## src/rtl/sadma_pkg.sv

```systemverilog
package sadma_pkg;

  typedef enum logic [2:0] {
    ST_IDLE = 3'd0,
    ST_REQ  = 3'd1,
    ST_ACC1 = 3'd2,
    ST_ACC2 = 3'd3,
    ST_REL  = 3'd4
  } ch_state_t;

  typedef enum logic [1:0] {
    MD_SEQ  = 2'd0,
    MD_HOLD = 2'd1,
    MD_RPT  = 2'd2,
    MD_RSVD = 2'd3
  } addr_mode_t;

  typedef struct packed {
    logic       ien;
    logic       word;
    logic       down;
    logic [1:0] mode;
    logic       dir;
    logic       dual;
    logic       en;
  } ch_ctrl_t;

  localparam logic [1:0] SEL_MEM  = 2'd0;
  localparam logic [1:0] SEL_IO   = 2'd1;
  localparam logic [1:0] SEL_CNT  = 2'd2;
  localparam logic [1:0] SEL_CTRL = 2'd3;

endpackage

```

## src/rtl/sadma_fsm.sv

```systemverilog
module sadma_fsm
  import sadma_pkg::*;
(
  input  logic      clk,
  input  logic      rst_n,
  input  logic      en,
  input  logic      dual,
  input  logic      xfer_req,
  input  logic      bus_gnt,
  output ch_state_t state,
  output logic      upd
);

  ch_state_t state_q, state_d;

  always_comb begin
    state_d = state_q;
    case (state_q)
      ST_IDLE: if (en && xfer_req) state_d = ST_REQ;
      ST_REQ:  if (bus_gnt) state_d = ST_ACC1;
      ST_ACC1: state_d = dual ? ST_ACC2 : ST_REL;
      ST_ACC2: state_d = ST_REL;
      ST_REL:  state_d = ST_IDLE;
      default: state_d = ST_IDLE;
    endcase
  end

  always_ff @(posedge clk or negedge rst_n) begin
    if (!rst_n) state_q <= ST_IDLE;
    else        state_q <= state_d;
  end

  assign state = state_q;
  // last access of a transfer: bookkeeping updates at the end of this cycle
  assign upd = ((state_q == ST_ACC1) && !dual) || (state_q == ST_ACC2);

endmodule

```

## src/rtl/sadma_addr_gen.sv

```systemverilog
module sadma_addr_gen #(
  parameter int AW = 24
) (
  input  logic          clk,
  input  logic          rst_n,
  input  logic          ld,
  input  logic [AW-1:0] ld_val,
  input  logic          step,
  input  logic          reload,
  input  logic          down,
  input  logic          word,
  output logic [AW-1:0] cur
);

  logic [AW-1:0] base_q, base_d, cur_q, cur_d, stride;

  assign stride = word ? AW'(2) : AW'(1);

  always_comb begin
    base_d = base_q;
    cur_d  = cur_q;
    if (ld) begin
      base_d = ld_val;
      cur_d  = ld_val;
    end else if (reload) begin
      cur_d = base_q;
    end else if (step) begin
      cur_d = down ? (cur_q - stride) : (cur_q + stride);
    end
  end

  always_ff @(posedge clk or negedge rst_n) begin
    if (!rst_n) begin
      base_q <= '0;
      cur_q  <= '0;
    end else begin
      base_q <= base_d;
      cur_q  <= cur_d;
    end
  end

  assign cur = cur_q;

endmodule

```

## src/rtl/sadma_xfer_cnt.sv

```systemverilog
module sadma_xfer_cnt #(
  parameter int W = 16
) (
  input  logic         clk,
  input  logic         rst_n,
  input  logic         ld,
  input  logic [W-1:0] ld_val,
  input  logic         dec_en,
  input  logic         reload,
  output logic         term
);

  logic [W-1:0] base_q, base_d, cur_q, cur_d;

  always_comb begin
    base_d = base_q;
    cur_d  = cur_q;
    if (ld) begin
      base_d = ld_val;
      cur_d  = ld_val;
    end else if (reload) begin
      cur_d = base_q;
    end else if (dec_en) begin
      cur_d = cur_q - W'(1);   // a load of 0 wraps, giving the full 2**W run
    end
  end

  always_ff @(posedge clk or negedge rst_n) begin
    if (!rst_n) begin
      base_q <= '0;
      cur_q  <= '0;
    end else begin
      base_q <= base_d;
      cur_q  <= cur_d;
    end
  end

  assign term = (cur_q == W'(1));

endmodule

```

## src/rtl/sadma_channel.sv

```systemverilog
module sadma_channel
  import sadma_pkg::*;
#(
  parameter int MEM_AW = 24,
  parameter int IO_AW  = 16,
  parameter int CNT_W  = 16,
  parameter int DW     = 16,
  parameter int CFG_W  = 32
) (
  input  logic              clk,
  input  logic              rst_n,
  input  logic              cfg_we,
  input  logic [1:0]        cfg_sel,
  input  logic [CFG_W-1:0]  cfg_wdata,
  input  logic              xfer_req,
  output logic              bus_req,
  input  logic              bus_gnt,
  output logic [MEM_AW-1:0] bus_addr,
  output logic              bus_rd,
  output logic              bus_wr,
  output logic              bus_size,
  output logic [DW-1:0]     bus_wdata,
  input  logic [DW-1:0]     bus_rdata,
  output logic              dack,
  output logic              tend_irq
);

  localparam int PAD_W  = MEM_AW - IO_AW;
  localparam int CTRL_W = $bits(ch_ctrl_t);

  ch_state_t          state;
  logic               upd, term, fin, reload, clr_en, step;
  logic               cfg_ok, ld_mem, ld_io, ld_cnt, ld_ctrl;
  ch_ctrl_t           ctrl_q, ctrl_d;
  logic [IO_AW-1:0]   io_q, io_d;
  logic [DW-1:0]      data_q, data_d;
  logic               irq_q, irq_d;
  logic [MEM_AW-1:0]  mem_cur, io_ext;

  // configuration accepted only while no transfer is in progress
  assign cfg_ok  = cfg_we && (state == ST_IDLE);
  assign ld_mem  = cfg_ok && (cfg_sel == SEL_MEM);
  assign ld_io   = cfg_ok && (cfg_sel == SEL_IO);
  assign ld_cnt  = cfg_ok && (cfg_sel == SEL_CNT);
  assign ld_ctrl = cfg_ok && (cfg_sel == SEL_CTRL);

  assign fin    = upd && term;
  assign reload = fin && (ctrl_q.mode == MD_RPT);
  assign clr_en = fin && (ctrl_q.mode != MD_RPT);
  assign step   = upd && (ctrl_q.mode != MD_HOLD) && !reload;

  sadma_fsm u_fsm (
    .clk      (clk),
    .rst_n    (rst_n),
    .en       (ctrl_q.en),
    .dual     (ctrl_q.dual),
    .xfer_req (xfer_req),
    .bus_gnt  (bus_gnt),
    .state    (state),
    .upd      (upd)
  );

  sadma_addr_gen #(.AW(MEM_AW)) u_mem_addr (
    .clk    (clk),
    .rst_n  (rst_n),
    .ld     (ld_mem),
    .ld_val (cfg_wdata[MEM_AW-1:0]),
    .step   (step),
    .reload (reload),
    .down   (ctrl_q.down),
    .word   (ctrl_q.word),
    .cur    (mem_cur)
  );

  sadma_xfer_cnt #(.W(CNT_W)) u_cnt (
    .clk    (clk),
    .rst_n  (rst_n),
    .ld     (ld_cnt),
    .ld_val (cfg_wdata[CNT_W-1:0]),
    .dec_en (upd),
    .reload (reload),
    .term   (term)
  );

  // I/O addresses live in the top page of the memory map
  generate
    if (PAD_W > 0) begin : g_io_pad
      assign io_ext = {{PAD_W{1'b1}}, io_q};
    end else begin : g_io_flat
      assign io_ext = io_q[MEM_AW-1:0];
    end
  endgenerate

  always_comb begin
    ctrl_d = ctrl_q;
    if (ld_ctrl)     ctrl_d = ch_ctrl_t'(cfg_wdata[CTRL_W-1:0]);
    else if (clr_en) ctrl_d.en = 1'b0;
  end

  always_comb begin
    io_d = io_q;
    if (ld_io) io_d = cfg_wdata[IO_AW-1:0];
  end

  always_comb begin
    data_d = data_q;
    if ((state == ST_ACC1) && ctrl_q.dual) data_d = bus_rdata;
  end

  assign irq_d = fin && ctrl_q.ien;

  always_ff @(posedge clk or negedge rst_n) begin
    if (!rst_n) begin
      ctrl_q <= '0;
      io_q   <= '0;
      data_q <= '0;
      irq_q  <= 1'b0;
    end else begin
      ctrl_q <= ctrl_d;
      io_q   <= io_d;
      data_q <= data_d;
      irq_q  <= irq_d;
    end
  end

  always_comb begin
    bus_addr  = '0;
    bus_rd    = 1'b0;
    bus_wr    = 1'b0;
    bus_wdata = '0;
    dack      = 1'b0;
    case (state)
      ST_ACC1: begin
        if (!ctrl_q.dual) begin
          bus_addr = mem_cur;
          dack     = 1'b1;
          bus_rd   = !ctrl_q.dir;
          bus_wr   = ctrl_q.dir;
        end else begin
          bus_addr = ctrl_q.dir ? io_ext : mem_cur;
          bus_rd   = 1'b1;
        end
      end
      ST_ACC2: begin
        bus_addr  = ctrl_q.dir ? mem_cur : io_ext;
        bus_wr    = 1'b1;
        bus_wdata = data_q;
      end
      default: ;
    endcase
  end

  assign bus_req  = (state == ST_REQ) || (state == ST_ACC1) || (state == ST_ACC2);
  assign bus_size = ctrl_q.word;
  assign tend_irq = irq_q;

endmodule

```

## config.mk

```make
export PLATFORM = sky130hd
export DESIGN_NAME = sadma_channel
export DESIGN_NICKNAME = d
export VERILOG_FILES = /design/src/rtl/sadma_pkg.sv /design/src/rtl/sadma_fsm.sv /design/src/rtl/sadma_addr_gen.sv /design/src/rtl/sadma_xfer_cnt.sv /design/src/rtl/sadma_channel.sv
export SDC_FILE = /design/constraint.sdc
export NUM_CORES = 1
export LEC_CHECK = 0
export BUFFER_PORTS_ARGS = -buffer_cell sky130_fd_sc_hd__buf_2
export CORE_AREA = 2 2 120 122
export DETAILED_ROUTE_END_ITERATION = 8
export DIE_AREA = 0 0 122 124
export MAX_ROUTING_LAYER = met4
export PLACE_DENSITY = 0.75
export SKIP_CTS_REPAIR_TIMING = 1
export SLEW_MARGIN = 20
export SYNTH_ARGS = -nofsm -noshare
export SYNTH_HDL_FRONTEND = slang
export SYNTH_SLANG_ARGS = --single-unit
```

## constraint.sdc

```tcl
create_clock -name clk -period 2.9 [get_ports clk]
set_input_delay 0.58 -clock clk [delete_from_list [all_inputs] [get_ports clk]]
set_output_delay 0.58 -clock clk [all_outputs]
set_load 0.01 [all_outputs]
```

==> results.txt <==
outcome - complete, no violations
met1 wire length - 8340 um
Async SR Flop Fraction - 100%
Non-Filler Instances - 1,063
#FFs+latches synth - 124
syn avg cell area - 9.08 um^2
Final Setup Violations - 0
Clock Pin Slew Worst Setup and Hold Paths - 60 ps
Die Footprint - 15,100 um^2
number of flops mapped to enable cells by yosys - 0
syn nets - 855
Initial DRT Pass Iterations - 5
Max Cap Viol - 0
Skew-Pair Late Insertion Delay - 420 ps
Net Sw Frac - 42.1%
flop2flop setup slack - 200 ps
post-synthesis sequential area ratio - 44.1%
# DRC - 0
final WL - 18,000 um
layout cells sized above 1 - 22.2%
Starting Density - 51.2%
clk sinks - 124
Synth Instances - 774
Sw Pwr - 0.00451 W
Post-DP HPWL - 12,800 um
met3 routed WL - 1080 um
synth warn - 0
initial antenna violation count - 0
mean number of vias per cell - 5.67
Comb pwr share - 49.8%
Met2 Routed Length - 8210 um
Max IR drop VDD - 0.910 mV
DR top layer - met4
Reg area - 3100 um^2
first-pass GRT wire length - 28,900 um
Nets - 951
antenna cell count - 0
worst setup margin - 201 ps
RSZ-0062 raised after global routing - false
Hold Path Class - input port to async pin
commonest non-fill, non-tap cell in the layout - nand2_1
CP endpoint kind - flip-flop
Final min period - 2700 ps
r2r endpoint - u_mem_addr.cur[21]$_DFFE_PN0P_
largest net degree at the start of global routing - 53
Critical Path RT - 3190 ps
Core ar. - 13,700 um^2
Post-Syn Area - 7030 um^2
area taken by multi-input logic gates - 3700 um^2
Die Span Y - 124 um
global-route usage over all layers - 25.6%
Final Skew - 6.97 ps
gr ovfl total - 0
Worst setup SP type - flip-flop
CTS tree - yes
CTS H-tree lvls - 4
number of global-route vias before repair - 5,535
area grow syn2layout - 18.7%
1st-iter DRT viols - 484
placed insts - 1,031
worst-case reg-to-reg path depth - 10
Final Max Slew Viols - 0
gp weighted congestion - 0.922
Crit Path Max Fanout - 12
period utilization - 93.1%
Die Width - 122 um
worst reg2reg path startpoint - ctrl_q[5]$_DFFE_PN0P_
dpl ws - 236 ps
commonest non-fill, non-tap cells in the layout - 169 x nand2_1, 124 x dfrtp_1, 91 x buf_2
worst-case clock buffer depth - 2
Vias - 6,026
Hold Violations, Final - 0
Internal - 0.00619 W
Port Buffers - 92
part of the power in registers - 30.0%
setup TNS - 0 ps
Pwr per Cell Area - 1280 nW/um^2
FMAX - 0.371 GHz
CP Class - flip-flop to flip-flop
clock share of power - 20.2%
worst rel slew slack - 42.0%
worst-margin pin slew - 867 ps
Root Buffer - clkbuf_16
cts bufs inserted - 17
# IOs - 101
WP data arrival - 2990 ps
filler instances - 1,168
ys flop type - dfrtp_1
number of distinct library cells after synthesis - 56
FP Rows - 43
Detail Route Antenna Nets - 0
wire per inst - 17.0 um
Leak - 4.26 nW
cell usage after synthesis, drive strengths merged, types with 3 or more instances:
| library cell | number | area share (%) |
|---|---|---|
| mux2 | 38 | 6.1 |
| nor2 | 59 | 3.1 |
| xor2 | 14 | 1.7 |
| o21ai | 51 | 3.6 |
| and2 | 5 | 0.44 |
| nand3b | 3 | 0.32 |
| dfrtp | 124 | 44 |
| a221o | 5 | 0.71 |
| nor2b | 6 | 0.53 |
| and3 | 21 | 1.9 |
| a211oi | 3 | 0.32 |
| nand4 | 6 | 0.53 |
| o211ai | 11 | 1.2 |
| inv | 18 | 0.96 |
| nor3 | 9 | 0.64 |
| a21oi | 52 | 3.7 |
| xnor2 | 12 | 1.5 |
| nand3 | 15 | 1.1 |
| clkbuf | 25 | 1.3 |
| nand2b | 6 | 0.53 |
| nor4 | 4 | 0.66 |
| buf | 13 | 1.1 |
| a22o | 6 | 0.75 |
| a41oi | 5 | 0.73 |
| a21o | 19 | 2.0 |
| mux2i | 21 | 3.0 |
| ha | 25 | 4.4 |
| nand2 | 169 | 9.0 |
cell families after synthesis:
family,after synthesis,share of synthesized area [%]
xor gates and xnor gates,26,3.24
muxes,59,9.08
DFF,124,44.1
AOI/OAI and AO/OA,171,15.6
buffers and inverters,56,3.43
and+or+nand+nor,312,19.8
adders and majority gates,26,4.73
critical path, stage by stage, from the launching register on:
cell      delay [ps]
dfrtp_1          370
buf_4            190
buf_4            210
ha_1             380
and2_1           220
a221oi_1         340
o21ai_0          130
a31o_2           260
a41oi_1          220
xor2_1           180
o21ai_1           70
stage by stage:
stage | utilization (%) | area [um^2] | hold WS, ps | total power [W]
finish | 60.8 | 8350 | 190 | 0.0107
global route | 60.8 | 8350 | 253 | 0.0115
CTS | 60.8 | 8340 | 213 | 0.0107
detailed placement | 56.4 | 7740 | 460 | 0.00844
global placement | 56.4 | 7740 | 453 | 0.00833
floorplan | - | 7030 | 284 | 0.00709
metal layers:
layer | vias up | track usage, %
met4 | 0 | 9.20
met1 | 2894 | 35.2
met5 | - | -
met2 | 191 | 37.9
met3 | 34 | 4.90
li1 | 2907 | -
worst max-delay path by stage:
stage / startpoint / to / slack, ps
floorplan: ctrl_q[5]$_DFFE_PN0P_ / u_mem_addr.cur[16]$_DFFE_PN0P_ / 180
global placement: bus_size$_DFFE_PN0P_ / u_mem_addr.cur[16]$_DFFE_PN0P_ / 250
detailed placement: bus_size$_DFFE_PN0P_ / u_mem_addr.cur[16]$_DFFE_PN0P_ / 240
CTS: u_fsm.state[2]$_DFFE_PN0P_ / bus_addr[21] / 160
global route: ctrl_q[5]$_DFFE_PN0P_ / u_mem_addr.cur[21]$_DFFE_PN0P_ / 20
finish: ctrl_q[5]$_DFFE_PN0P_ / u_mem_addr.cur[21]$_DFFE_PN0P_ / 200
cell type report:
class | count | share of cell area, %
Sequential cell | 124 | 37.2
Timing Repair Buffer | 115 | 7.76
Inverter | 18 | 0.809
Clock buffer | 17 | 5.10
Multi-Input combinational cell | 594 | 44.3
Tap cell | 180 | 2.70
Clock inverter | 15 | 2.11
registers in the layout, summed over array words and instances (netlist names):
signal             cells
bus_size               1
u_mem_addr.cur        24
u_cnt.base_q          16
data_q                16
u_fsm.state            3
tend_irq               1
io_q                  16
u_cnt.cur_q           16
u_mem_addr.base_q     24
ctrl_q                 7
power groups by stage:
stage	Sequential (W)	Combinational, W	Clock (W)
finish	0.00321	0.00533	0.00216
global route	0.00332	0.00597	0.00227
CTS	0.00319	0.00529	0.00218
detailed placement	0.00321	0.00524	0
global placement	0.00318	0.00514	0
floorplan	0.00305	0.00404	0
(Power assumes the default switching activity.)
